## config.mk

```make
export PLATFORM = sky130hd
export DESIGN_NAME = pri_rst_seq
export DESIGN_NICKNAME = d
export VERILOG_FILES = /design/src/rtl/prs_pkg.sv /design/src/rtl/prs_timer.sv /design/src/rtl/prs_diag_stub.sv /design/src/rtl/prs_result.sv /design/src/rtl/pri_rst_seq.sv
export SDC_FILE = /design/constraint.sdc
export NUM_CORES = 1
export LEC_CHECK = 0
export ABC_CLOCK_PERIOD_IN_PS = 1700
export CELL_PAD_IN_SITES_DETAIL_PLACEMENT = 0
export CELL_PAD_IN_SITES_GLOBAL_PLACEMENT = 2
export CORE_MARGIN = 4
export CORE_UTILIZATION = 25
export DETAILED_ROUTE_END_ITERATION = 7
export GPL_TIMING_DRIVEN = 0
export PLACE_DENSITY_LB_ADDON = 0.1
export SLEW_MARGIN = 15
export SYNTH_ARGS = -nofsm -noshare
export SYNTH_HDL_FRONTEND = slang
export SYNTH_SLANG_ARGS = --single-unit
```

## constraint.sdc

```tcl
create_clock -name clk -period 1.7 [get_ports clk]
set_input_delay 0.425 -clock clk [delete_from_list [all_inputs] [get_ports clk]]
set_output_delay 0.425 -clock clk [all_outputs]
set_load 0.05 [all_outputs]
```

## src/rtl/prs_pkg.sv

```systemverilog
package prs_pkg;

  typedef enum logic [2:0] {
    ST_HWRST  = 3'd0,
    ST_HWRUN  = 3'd1,
    ST_SWHOLD = 3'd2,
    ST_SWRUN  = 3'd3,
    ST_READY  = 3'd4
  } seq_state_e;

  typedef struct packed {
    logic [7:0] count;
    logic [7:0] sector;
    logic [7:0] cyl_lo;
    logic [7:0] cyl_hi;
    logic [7:0] devhead;
  } sig_t;

  localparam sig_t SIG_DONE = '{count: 8'h01, sector: 8'h01,
                                cyl_lo: 8'h00, cyl_hi: 8'h00,
                                devhead: 8'h00};

endpackage

```

## src/rtl/prs_timer.sv

```systemverilog
module prs_timer #(
  parameter int CW   = 7,
  parameter int MAXV = 61
) (
  input  logic          clk,
  input  logic          rst_n,
  input  logic          clr,
  output logic [CW-1:0] t
);

  localparam logic [CW-1:0] MAX_T = CW'(MAXV);

  logic [CW-1:0] t_q;
  logic [CW-1:0] t_d;
  logic          t_en;

  always_comb begin
    t_en = 1'b0;
    t_d  = t_q;
    if (clr) begin
      t_en = 1'b1;
      t_d  = '0;
    end else if (t_q != MAX_T) begin
      t_en = 1'b1;
      t_d  = t_q + 1'b1;
    end
  end

  always_ff @(posedge clk or negedge rst_n) begin
    if (!rst_n) begin
      t_q <= '0;
    end else if (t_en) begin
      t_q <= t_d;
    end
  end

  assign t = t_q;

endmodule

```

## src/rtl/prs_diag_stub.sv

```systemverilog
module prs_diag_stub #(
  parameter int DIAG_CYC = 12
) (
  input  logic clk,
  input  logic rst_n,
  input  logic start,
  output logic done
);

  localparam int DW = $clog2(DIAG_CYC + 1);
  localparam logic [DW-1:0] LOAD_V = DW'(DIAG_CYC);
  localparam logic [DW-1:0] ONE_V  = DW'(1);

  logic [DW-1:0] cnt_q;
  logic [DW-1:0] cnt_d;
  logic          cnt_en;

  always_comb begin
    cnt_en = 1'b0;
    cnt_d  = cnt_q;
    if (start) begin
      cnt_en = 1'b1;
      cnt_d  = LOAD_V;
    end else if (cnt_q != '0) begin
      cnt_en = 1'b1;
      cnt_d  = cnt_q - 1'b1;
    end
  end

  always_ff @(posedge clk or negedge rst_n) begin
    if (!rst_n) begin
      cnt_q <= '0;
    end else if (cnt_en) begin
      cnt_q <= cnt_d;
    end
  end

  assign done = (cnt_q == ONE_V);

  AST_DIAG_PULSE: assert property (@(posedge clk) disable iff (!rst_n)
    done && !start |=> !done);

endmodule

```

## src/rtl/prs_result.sv

```systemverilog
module prs_result
  import prs_pkg::*;
#(
  parameter int CODE_W = 7
) (
  input  logic              clk,
  input  logic              rst_n,
  input  logic              code_cap,
  input  logic [CODE_W-1:0] code_in,
  input  logic              load,
  input  logic              peer_fail,
  output logic [CODE_W:0]   err_o,
  output sig_t              sig_o
);

  logic [CODE_W-1:0] code_q;
  logic [CODE_W:0]   err_q;
  logic [CODE_W:0]   err_d;
  sig_t              sig_q;

  always_ff @(posedge clk or negedge rst_n) begin
    if (!rst_n) begin
      code_q <= '0;
    end else if (code_cap) begin
      code_q <= code_in;
    end
  end

  always_comb begin
    err_d = {peer_fail, code_q};
  end

  always_ff @(posedge clk or negedge rst_n) begin
    if (!rst_n) begin
      err_q <= '0;
      sig_q <= '0;
    end else if (load) begin
      err_q <= err_d;
      sig_q <= SIG_DONE;
    end
  end

  assign err_o = err_q;
  assign sig_o = sig_q;

endmodule

```

## src/rtl/pri_rst_seq.sv

```systemverilog
module pri_rst_seq
  import prs_pkg::*;
#(
  parameter int REL_CYC    = 4,
  parameter int SAMPLE_DLY = 8,
  parameter int SAMPLE_LEN = 20,
  parameter int PASS_TMO   = 60,
  parameter int DIAG_CYC   = 12,
  parameter int CODE_W     = 7
) (
  input  logic              clk,
  input  logic              rst_n,
  input  logic              hw_rst_n,
  input  logic              srst,
  input  logic              peer_present,
  input  logic              peer_pass,
  input  logic [CODE_W-1:0] diag_code,
  output logic              busy,
  output logic              ready,
  output logic              pres_drive,
  output logic [CODE_W:0]   err_reg,
  output logic [7:0]        sig_count,
  output logic [7:0]        sig_sector,
  output logic [7:0]        sig_cyl_lo,
  output logic [7:0]        sig_cyl_hi,
  output logic [7:0]        sig_devhead
);

  localparam int WEND = SAMPLE_DLY + SAMPLE_LEN;
  localparam int MAXC = (PASS_TMO > WEND) ? PASS_TMO : WEND;
  localparam int CW   = $clog2(MAXC + 2);

  localparam logic [CW-1:0] REL_T  = CW'(REL_CYC);
  localparam logic [CW-1:0] DLY_T  = CW'(SAMPLE_DLY);
  localparam logic [CW-1:0] WEND_T = CW'(WEND);
  localparam logic [CW-1:0] TMO_T  = CW'(PASS_TMO);

  seq_state_e    state_q;
  seq_state_e    state_d;
  logic [CW-1:0] t_q;
  logic          tmr_clr;
  logic          diag_start;
  logic          diag_done;
  logic          diag_ok_q, diag_ok_d;
  logic          pres_q, pres_d;
  logic          pass_q, pass_d;
  logic          win_open;
  logic          pass_win;
  logic          wait_over;
  logic          hw_fin;
  logic          sw_fin;
  logic          load;
  sig_t          sig_w;

  // ---------------------------------------------------------------
  // Sub-blocks
  // ---------------------------------------------------------------
  prs_timer #(
    .CW   (CW),
    .MAXV (MAXC + 1)
  ) u_timer (
    .clk   (clk),
    .rst_n (rst_n),
    .clr   (tmr_clr),
    .t     (t_q)
  );

  prs_diag_stub #(
    .DIAG_CYC (DIAG_CYC)
  ) u_diag (
    .clk   (clk),
    .rst_n (rst_n),
    .start (diag_start),
    .done  (diag_done)
  );

  prs_result #(
    .CODE_W (CODE_W)
  ) u_result (
    .clk       (clk),
    .rst_n     (rst_n),
    .code_cap  (diag_done),
    .code_in   (diag_code),
    .load      (load),
    .peer_fail (pres_q && !pass_q),
    .err_o     (err_reg),
    .sig_o     (sig_w)
  );

  // ---------------------------------------------------------------
  // Windows and completion conditions
  // ---------------------------------------------------------------
  always_comb begin
    tmr_clr   = (state_q == ST_HWRST) || (state_q == ST_SWHOLD);
    win_open  = (state_q == ST_HWRUN) && (t_q >= DLY_T) && (t_q < WEND_T);
    pass_win  = ((state_q == ST_HWRUN) || (state_q == ST_SWRUN)) &&
                (t_q >= DLY_T);
    wait_over = !pres_q || pass_q || (t_q >= TMO_T);
    hw_fin    = (state_q == ST_HWRUN) && diag_ok_q &&
                (t_q >= WEND_T) && wait_over;
    sw_fin    = (state_q == ST_SWRUN) && diag_ok_q && wait_over;
  end

  // ---------------------------------------------------------------
  // Sequencer next state
  // ---------------------------------------------------------------
  always_comb begin
    state_d    = state_q;
    diag_start = 1'b0;
    if (!hw_rst_n) begin
      state_d = ST_HWRST;
    end else if (srst && (state_q != ST_SWHOLD)) begin
      state_d    = ST_SWHOLD;
      diag_start = 1'b1;
    end else begin
      unique case (state_q)
        ST_HWRST: begin
          state_d    = ST_HWRUN;
          diag_start = 1'b1;
        end
        ST_HWRUN:  if (hw_fin) state_d = ST_READY;
        ST_SWHOLD: if (!srst)  state_d = ST_SWRUN;
        ST_SWRUN:  if (sw_fin) state_d = ST_READY;
        ST_READY:  state_d = ST_READY;
        default:   state_d = ST_HWRST;
      endcase
    end
  end

  assign load = (state_d == ST_READY) && (state_q != ST_READY);

  always_ff @(posedge clk or negedge rst_n) begin
    if (!rst_n) begin
      state_q <= ST_HWRST;
    end else begin
      state_q <= state_d;
    end
  end

  // ---------------------------------------------------------------
  // Flags: local diag done, peer presence, peer pass
  // ---------------------------------------------------------------
  always_comb begin
    diag_ok_d = diag_ok_q;
    if (diag_start) begin
      diag_ok_d = 1'b0;
    end else if (diag_done) begin
      diag_ok_d = 1'b1;
    end

    pres_d = pres_q;
    if (state_q == ST_HWRST) begin
      pres_d = 1'b0;
    end else if (win_open && peer_present) begin
      pres_d = 1'b1;
    end

    pass_d = pass_q;
    if (tmr_clr) begin
      pass_d = 1'b0;
    end else if (pass_win && peer_pass) begin
      pass_d = 1'b1;
    end
  end

  always_ff @(posedge clk or negedge rst_n) begin
    if (!rst_n) begin
      diag_ok_q <= 1'b0;
      pres_q    <= 1'b0;
      pass_q    <= 1'b0;
    end else begin
      diag_ok_q <= diag_ok_d;
      pres_q    <= pres_d;
      pass_q    <= pass_d;
    end
  end

  // ---------------------------------------------------------------
  // Outputs
  // ---------------------------------------------------------------
  assign ready       = (state_q == ST_READY);
  assign busy        = !ready;
  assign pres_drive  = (state_q == ST_HWRST) ||
                       ((state_q == ST_HWRUN) && (t_q < REL_T));
  assign sig_count   = sig_w.count;
  assign sig_sector  = sig_w.sector;
  assign sig_cyl_lo  = sig_w.cyl_lo;
  assign sig_cyl_hi  = sig_w.cyl_hi;
  assign sig_devhead = sig_w.devhead;

  // ---------------------------------------------------------------
  // Assertions
  // ---------------------------------------------------------------
  AST_HW_HOLD: assert property (@(posedge clk) disable iff (!rst_n)
    !hw_rst_n |=> busy && !ready);

  AST_SRST_BUSY: assert property (@(posedge clk) disable iff (!rst_n)
    srst |=> busy);

  AST_DRV_REL: assert property (@(posedge clk) disable iff (!rst_n)
    $fell(busy) |-> !pres_drive);

  AST_NO_EARLY_HW: assert property (@(posedge clk) disable iff (!rst_n)
    (state_q == ST_HWRUN) && (t_q < WEND_T) |=> !ready);

  AST_NOPEER_BIT7: assert property (@(posedge clk) disable iff (!rst_n)
    ready && !pres_q |-> !err_reg[CODE_W]);

  AST_PASS_WAIT: assert property (@(posedge clk) disable iff (!rst_n)
    ((state_q == ST_HWRUN) || (state_q == ST_SWRUN)) && pres_q && !pass_q &&
    (t_q < TMO_T) |=> !ready);

  AST_SIG_DONE: assert property (@(posedge clk) disable iff (!rst_n)
    $rose(ready) |-> (sig_count == 8'h01) && (sig_sector == 8'h01) &&
    (sig_cyl_lo == 8'h00) && (sig_cyl_hi == 8'h00) &&
    (sig_devhead == 8'h00));

endmodule

```

## Yosys cells after proc, flatten, opt, wreduce, memory -nomap -nowiden

Index checks and enable logic that the tools add are counted.

| storage, ports and cells | value |
|---|---|
| flip-flop bits (word level) | 32 |
| output and inout port bits | 51 |
| logic and storage cells | 79 |

| operators by class | value |
|---|---|
| $add $sub $neg | 2 |
| $lt $le $gt $ge | 5 |
| eq/ne operators | 9 |
| muxes and demuxes | 23 |
| reductions and logical operators | 31 |

Operators by type and width:

| kind | number |
|---|---|
| $mux W3 | 5 |
| $pmux W3 S5 | 1 |
| $logic_and A1 B1 Y1 | 14 |
| $mux W1 | 13 |
| $mux W6 | 2 |
| $reduce_bool A2 Y1 | 5 |
| $mux W4 | 2 |
| $add A6 B1 Y6 const B | 1 |
| $eq A3 B2 Y1 const B | 2 |
| $eq A3 B3 Y1 const B | 2 |
| $ge A6 B4 Y1 const B | 1 |
| $ge A6 B5 Y1 const B | 1 |
| $ge A6 B6 Y1 const B | 1 |
| $lt A6 B3 Y1 const B | 1 |
| $lt A6 B5 Y1 const B | 1 |
| $ne A6 B6 Y1 const B | 1 |
| $logic_or A1 B1 Y1 | 5 |
| $eq A4 B1 Y1 const B | 1 |
| $reduce_and A2 Y1 | 2 |
| $reduce_bool A4 Y1 | 1 |
| $sub A4 B1 Y4 const B | 1 |
| $eq A3 B1 Y1 const B | 1 |
| $logic_not A1 Y1 | 3 |
| $logic_not A3 Y1 | 1 |
| other kinds (2) | 2 |

## Depth between registers and ports, before layout

| depth | value |
|---|---|
| word-level depth | 10 |
| depth in mapped cells | 6 |
| mapped depth without buffers | 6 |

## By module

From an unflattened synthesis, not the netlist that was laid out.

| unflattened totals | value |
|---|---|
| cell total of the unflattened synthesis | 169 |
| area, all modules | 1933.1 um^2 |

By module, submodules not included:

| module | times used | cells each | area an instance (um^2) |
|---|---|---|---|
| prs_result | 1 | 74 | 950.9 |
| pri_rst_seq | 1 | 41 | 395.4 |
| prs_timer | 1 | 29 | 325.3 |
| prs_diag_stub | 1 | 25 | 261.5 |

## Worst setup path before layout

No wires, ideal clock.

| timing | value |
|---|---|
| kind | flip-flop to output port |
| start | register u_timer.t_q[5], in the netlist u_timer.t[5] |
| end | output port pres_drive |
| data arrival time | 2.276 ns |
| setup slack | -1.001 ns |
| cell stages (with the launch flop) | 4 |
| buffers on the path | 0 |
| cells stage by stage | dfrtp_1 > or3_1 > or2_1 > a211oi_1 |

| between the ends | value |
|---|---|
| longest elaborated chain between the ends | 3 |

Ends and longest elaborated chain:

| what | RTL line | RTL |
|---|---|---|
| start: declaration | prs_timer.sv:13 | `logic [CW-1:0] t_q;` |
| start signal: assignment | prs_timer.sv:33 | `t_q <= t_d;` |
| $lt A6 B3 Y1 | pri_rst_seq.sv:184 | `((state_q == ST_HWRUN) && (t_q < REL_T));` |
| $logic_and A1 B1 Y1 | pri_rst_seq.sv:184 |  |
| $logic_or A1 B1 Y1 | pri_rst_seq.sv:183 | `assign pres_drive = (state_q == ST_HWRST) \|\|` |
| end: declaration | pri_rst_seq.sv:20 | `output logic pres_drive,` |

No other way between the ends.

## Worst setup path after layout

Same ends and word-level chain as after synthesis.

==> results_tabular.tex <==
\begin{tabular}{lr}
\hline
Metric & Value \\
\hline
\multicolumn{2}{l}{\textbf{Global routing}} \\
Total GRT Usage & 0.0885 \\
GRT met3 Usage & 0.0282 \\
Number of global-route vias before repair & 1232 \\
Wire length of the first global-routing pass & 6.02 mm \\
Fraction of met2 tracks used by global routing & 0.152 \\
Initial antenna violation count & 0 \\
Highest-utilization routing layer at the global route stage & met2 \\
Grt total ovfl & 0 \\
Pin count of the biggest net entering global routing & 33 \\
M1 GR Usage & 0.0995 \\
\multicolumn{2}{l}{\textbf{Placed design}} \\
Post-DP HPWL & around 2.7 mm \\
GPL Wtd Cong & 0.671 \\
Number of buffer cells added on primary ports & 25 \\
\multicolumn{2}{l}{\textbf{Timing}} \\
Worst Skew & 0.00303 ns \\
Shortest clock period the worst path allows after layout & 2.15 ns \\
Max Freq & 465 MHz \\
Slew of the pin with the lowest slew margin & $\sim$0.74 ns \\
Final hold violation count & 0 \\
Worst relative slew slack & 0.507 \\
Number of slew-limit violations in the final report & 0 \\
Worst-case setup margin in the final layout & -0.449 ns \\
RSZ-0062 raised after global routing & true \\
Final-report setup violation count & 3 \\
Sum of negative setup slack & -0.525 ns \\
Final period utilization & 1.26 \\
\multicolumn{2}{l}{\textbf{Floorplanning}} \\
Top-level I/O count & 64 \\
Horiz. Die Dim & 93.2 um \\
Number of standard-cell rows in the floorplan & 30 \\
Total Die Area & 8690 sq um \\
Core Footprint & 6940 sq um \\
Vertical die dimension & just over 90 um \\
Initial cell density of the core & 0.262 \\
\multicolumn{2}{l}{\textbf{Synthesis}} \\
Biggest area contributors in the synthesized netlist & sky130\_fd\_sc\_hd\_\_dfrtp\_1, sky130\_fd\_sc\_hd\_\_buf\_4, sky130\_fd\_sc\_hd\_\_mux2\_2, sky130\_fd\_sc\_hd\_\_ha\_1, sky130\_fd\_sc\_hd\_\_nor2\_1 \\
Summed instance area of the synthesized netlist & 1820 sq um \\
Count of flip-flops with a built-in enable after synthesis & 0 \\
Post-synth cell types & between 40 and 50 \\
Mean area per synthesized cell & 11.0 sq um \\
Most common flop cell mapped by yosys & sky130\_fd\_sc\_hd\_\_dfrtp\_1 \\
Part of the Yosys area used for sequential elements & 0.441 \\
Share of synthesized registers carrying an async set or reset & 1.00 \\
Library cell occupying the most area in the post-synthesis netlist & sky130\_fd\_sc\_hd\_\_dfrtp\_1 \\
Yosys top cell area share & 0.441 \\
Synthesized instance count & roughly 170 \\
Yosys Warn Count & 0 \\
Count of state elements after synthesis & 32 \\
\multicolumn{2}{l}{\textbf{Finish}} \\
Fill cell total of the finished layout & 726 \\
Highest-count cells in the layout ignoring fill and taps & sky130\_fd\_sc\_hd\_\_buf\_4, sky130\_fd\_sc\_hd\_\_conb\_1, sky130\_fd\_sc\_hd\_\_dfrtp\_1 \\
Antenna diode instance count & 0 \\
Most common library cell in the layout ignoring fill and taps & sky130\_fd\_sc\_hd\_\_buf\_4 \\
NumNets Final & 265 \\
Final core area utilization & 0.375 \\
Area growth, synth to finish & 43.3\% \\
Share of final-layout standard cells stronger than drive strength 1 & 0.413 \\
\multicolumn{2}{l}{\textbf{Clocking}} \\
H-tree depth & 2 \\
Master cell of the clock root buffer & sky130\_fd\_sc\_hd\_\_clkbuf\_8 \\
Number of clock buffers inserted by TritonCTS & 5 \\
Maximum buffer depth of the clock tree & 2 \\
Clock slew seen by the registers of the worst setup and hold paths & 0.06 ns \\
Clock sink total & 32 \\
TritonCTS clock tree & yes \\
Clock insertion delay at the later pin of the skew report & between 0.2 and 0.3 ns \\
\multicolumn{2}{l}{\textbf{Critical path}} \\
Kind of start point of the critical path & flip-flop \\
Cells traversed along the worst timing path & or3\_4 -> or2\_4 -> a211oi\_4 -> buf\_6 \\
CP max stage cell & sky130\_fd\_sc\_hd\_\_dfrtp\_2 \\
Data required time at the worst endpoint & 1.27 ns \\
Start-to-end type of the worst setup path & reg2out \\
Data arrival at the endpoint of the critical path & 1.72 ns \\
CP max stage delay & 0.40 ns \\
Max FO, Critical Path & 3 \\
Kind of end point of the critical path & output port \\
\multicolumn{2}{l}{\textbf{Run}} \\
Count of max-cap constraint violations & 0 \\
\multicolumn{2}{l}{\textbf{Pwr}} \\
Seq pwr share & 0.430 \\
PnR Total Power & 0.00236 W \\
Clock network fraction of total power & 0.255 \\
Switching power of the nets & 0.000795 W \\
Share of total power consumed by net switching & 0.337 \\
Power Internal & $\sim$0.0016 W \\
Power share of the combinational group & 0.315 \\
Power per cell area & 907 nW/um\^{}2 \\
Leakage Power & 1.38 nW \\
Worst VDD drop & 0.000294 V \\
\multicolumn{2}{l}{\textbf{Drt}} \\
Detailed-route via count & 1285 \\
DR vias/cell & 3.75 \\
Number of nets with antenna violations after detailed routing & 0 \\
Wirelength per Cell & 11.0 um \\
DRC violation count after routing & 0 \\
Number of search-and-repair iterations in the first detailed-routing pass & 4 \\
DRC violation total after the first TritonRoute iteration & 43 \\
Wirelength, routed & 3.78 mm \\
\multicolumn{2}{l}{\textbf{Hold path}} \\
Hold WC Path Type & in2async \\
\multicolumn{2}{l}{\textbf{Outcome}} \\
Failing checks & setup timing \\
Result of the run & finished with violations \\
\hline
\end{tabular}
-- synthesized netlist by cell type (2+ instances only) --
library cell                 n
sky130_fd_sc_hd__a31oi_1     2
sky130_fd_sc_hd__nor3_1      3
sky130_fd_sc_hd__or2b_1      2
sky130_fd_sc_hd__dfrtp_1    32
sky130_fd_sc_hd__nand3_1     3
sky130_fd_sc_hd__o21a_1      2
sky130_fd_sc_hd__o2111ai_1   2
sky130_fd_sc_hd__nand2_1     5
sky130_fd_sc_hd__ha_1        6
sky130_fd_sc_hd__buf_4      39
sky130_fd_sc_hd__a21oi_1     3
sky130_fd_sc_hd__nor2_1     11
sky130_fd_sc_hd__inv_1       7
sky130_fd_sc_hd__xor2_1      3
sky130_fd_sc_hd__nand2b_1    2
sky130_fd_sc_hd__xnor2_1     2
sky130_fd_sc_hd__or3_1       3
sky130_fd_sc_hd__mux2_2     15
-- power groups by stage --
stage | registers [W] | clock network, W | logic [W]
after floorplan | 0.00102 | 0 | 0.000568
after global placement | 0.00103 | 0 | 0.000699
after detailed placement | 0.00103 | 0 | 0.000698
after CTS | 0.00102 | 0.000630 | 0.000720
after global routing | 0.00104 | 0.000664 | 0.000826
final | 0.00102 | 0.000603 | 0.000744
-- cells by family after synthesis --
group / share of synthesized area
XOR/XNOR: 0.0241
other: 0.00206
multiplexers: 0.0985
AO/OA/AOI/OAI: 0.0661
adder cells (fa/ha/maj): 0.0413
AND/OR/NAND/NOR: 0.145
flip-flops: 0.441
buffers and inverters: 0.182
-- through the flow --
step	setup WS [ns]	instance area, sq um	instances	hold slack (ns)
after global placement	-0.888	2350	323	0.474
after global routing	-0.518	2600	343	0.260
after detailed placement	-0.882	2340	323	0.482
after floorplan	-0.335	1980	202	0.129
final	-0.449	2600	343	0.210
after CTS	-0.475	2540	338	0.232
-- final timing paths --
kind | start | to | slack (ns) | depth (start not counted)
setup / recovery | u_timer.t[5]$_DFFE_PN0P_ | pres_drive | -0.45 | 4
hold / removal | rst_n | pres_q$_DFFE_PN0P_ | 0.21 | 1
setup reg to reg | u_timer.t[3]$_DFFE_PN0P_ | u_result.err_o[5]$_DFFE_PN0P_ | 0.08 | 4
hold reg to reg | diag_ok_q$_DFFE_PN0P_ | diag_ok_q$_DFFE_PN0P_ | 0.49 | 1
max in group asynchronous | rst_n | state_q[0]$_DFF_PN0_ | 0.97 | 1
min in group clk | srst | state_q[1]$_DFF_PN0_ | 0.44 | 2
-- sequential cells by signal (all words and copies together) (netlist names) --
name and cells:
u_result.err_o 8, diag_ok_q 1, u_timer.t 6, state_q 3, u_result.code_q 7, u_result.sig_o 1
u_diag.cnt_q 4, pres_q 1, pass_q 1
-- cell type report --
cell class                 instances  area, sq um  share of cell area
inverter                           7         30.0              0.0115
sequential                        32          808               0.310
clock inverter                     1         7.51             0.00288
clock buffer                       7         86.3              0.0332
timing repair buffer              37          348               0.134
buffer                            39          293               0.112
tap                               96          120              0.0461
multi-input combinational        124          911               0.350
-- layer usage --
metal  up-vias  part of all wire
li1        648                 -
met1       588              0.40
met2        44              0.51
met3         5             0.071
met4         0             0.019
met5         -                 0
-- critical path, delay by kind of cell (launching register included) --
| kind | cells | cell delay [ns] |
|---|---|---|
| buffers and inverters | 1 | 0.19 |
| DFF | 1 | 0.40 |
| and+or+nand+nor | 2 | 0.67 |
| AOI/OAI and AO/OA | 1 | 0.20 |
-- repair_timing --
item	CTS	global route
gates resized for setup	47	6
pin swaps	3	2
endpoints found under the setup margin	33	21
gates cloned	1	0
setup buffers	6	6
hold buffers	0	0
No activity file was read; power rests on OpenSTA's default activity.
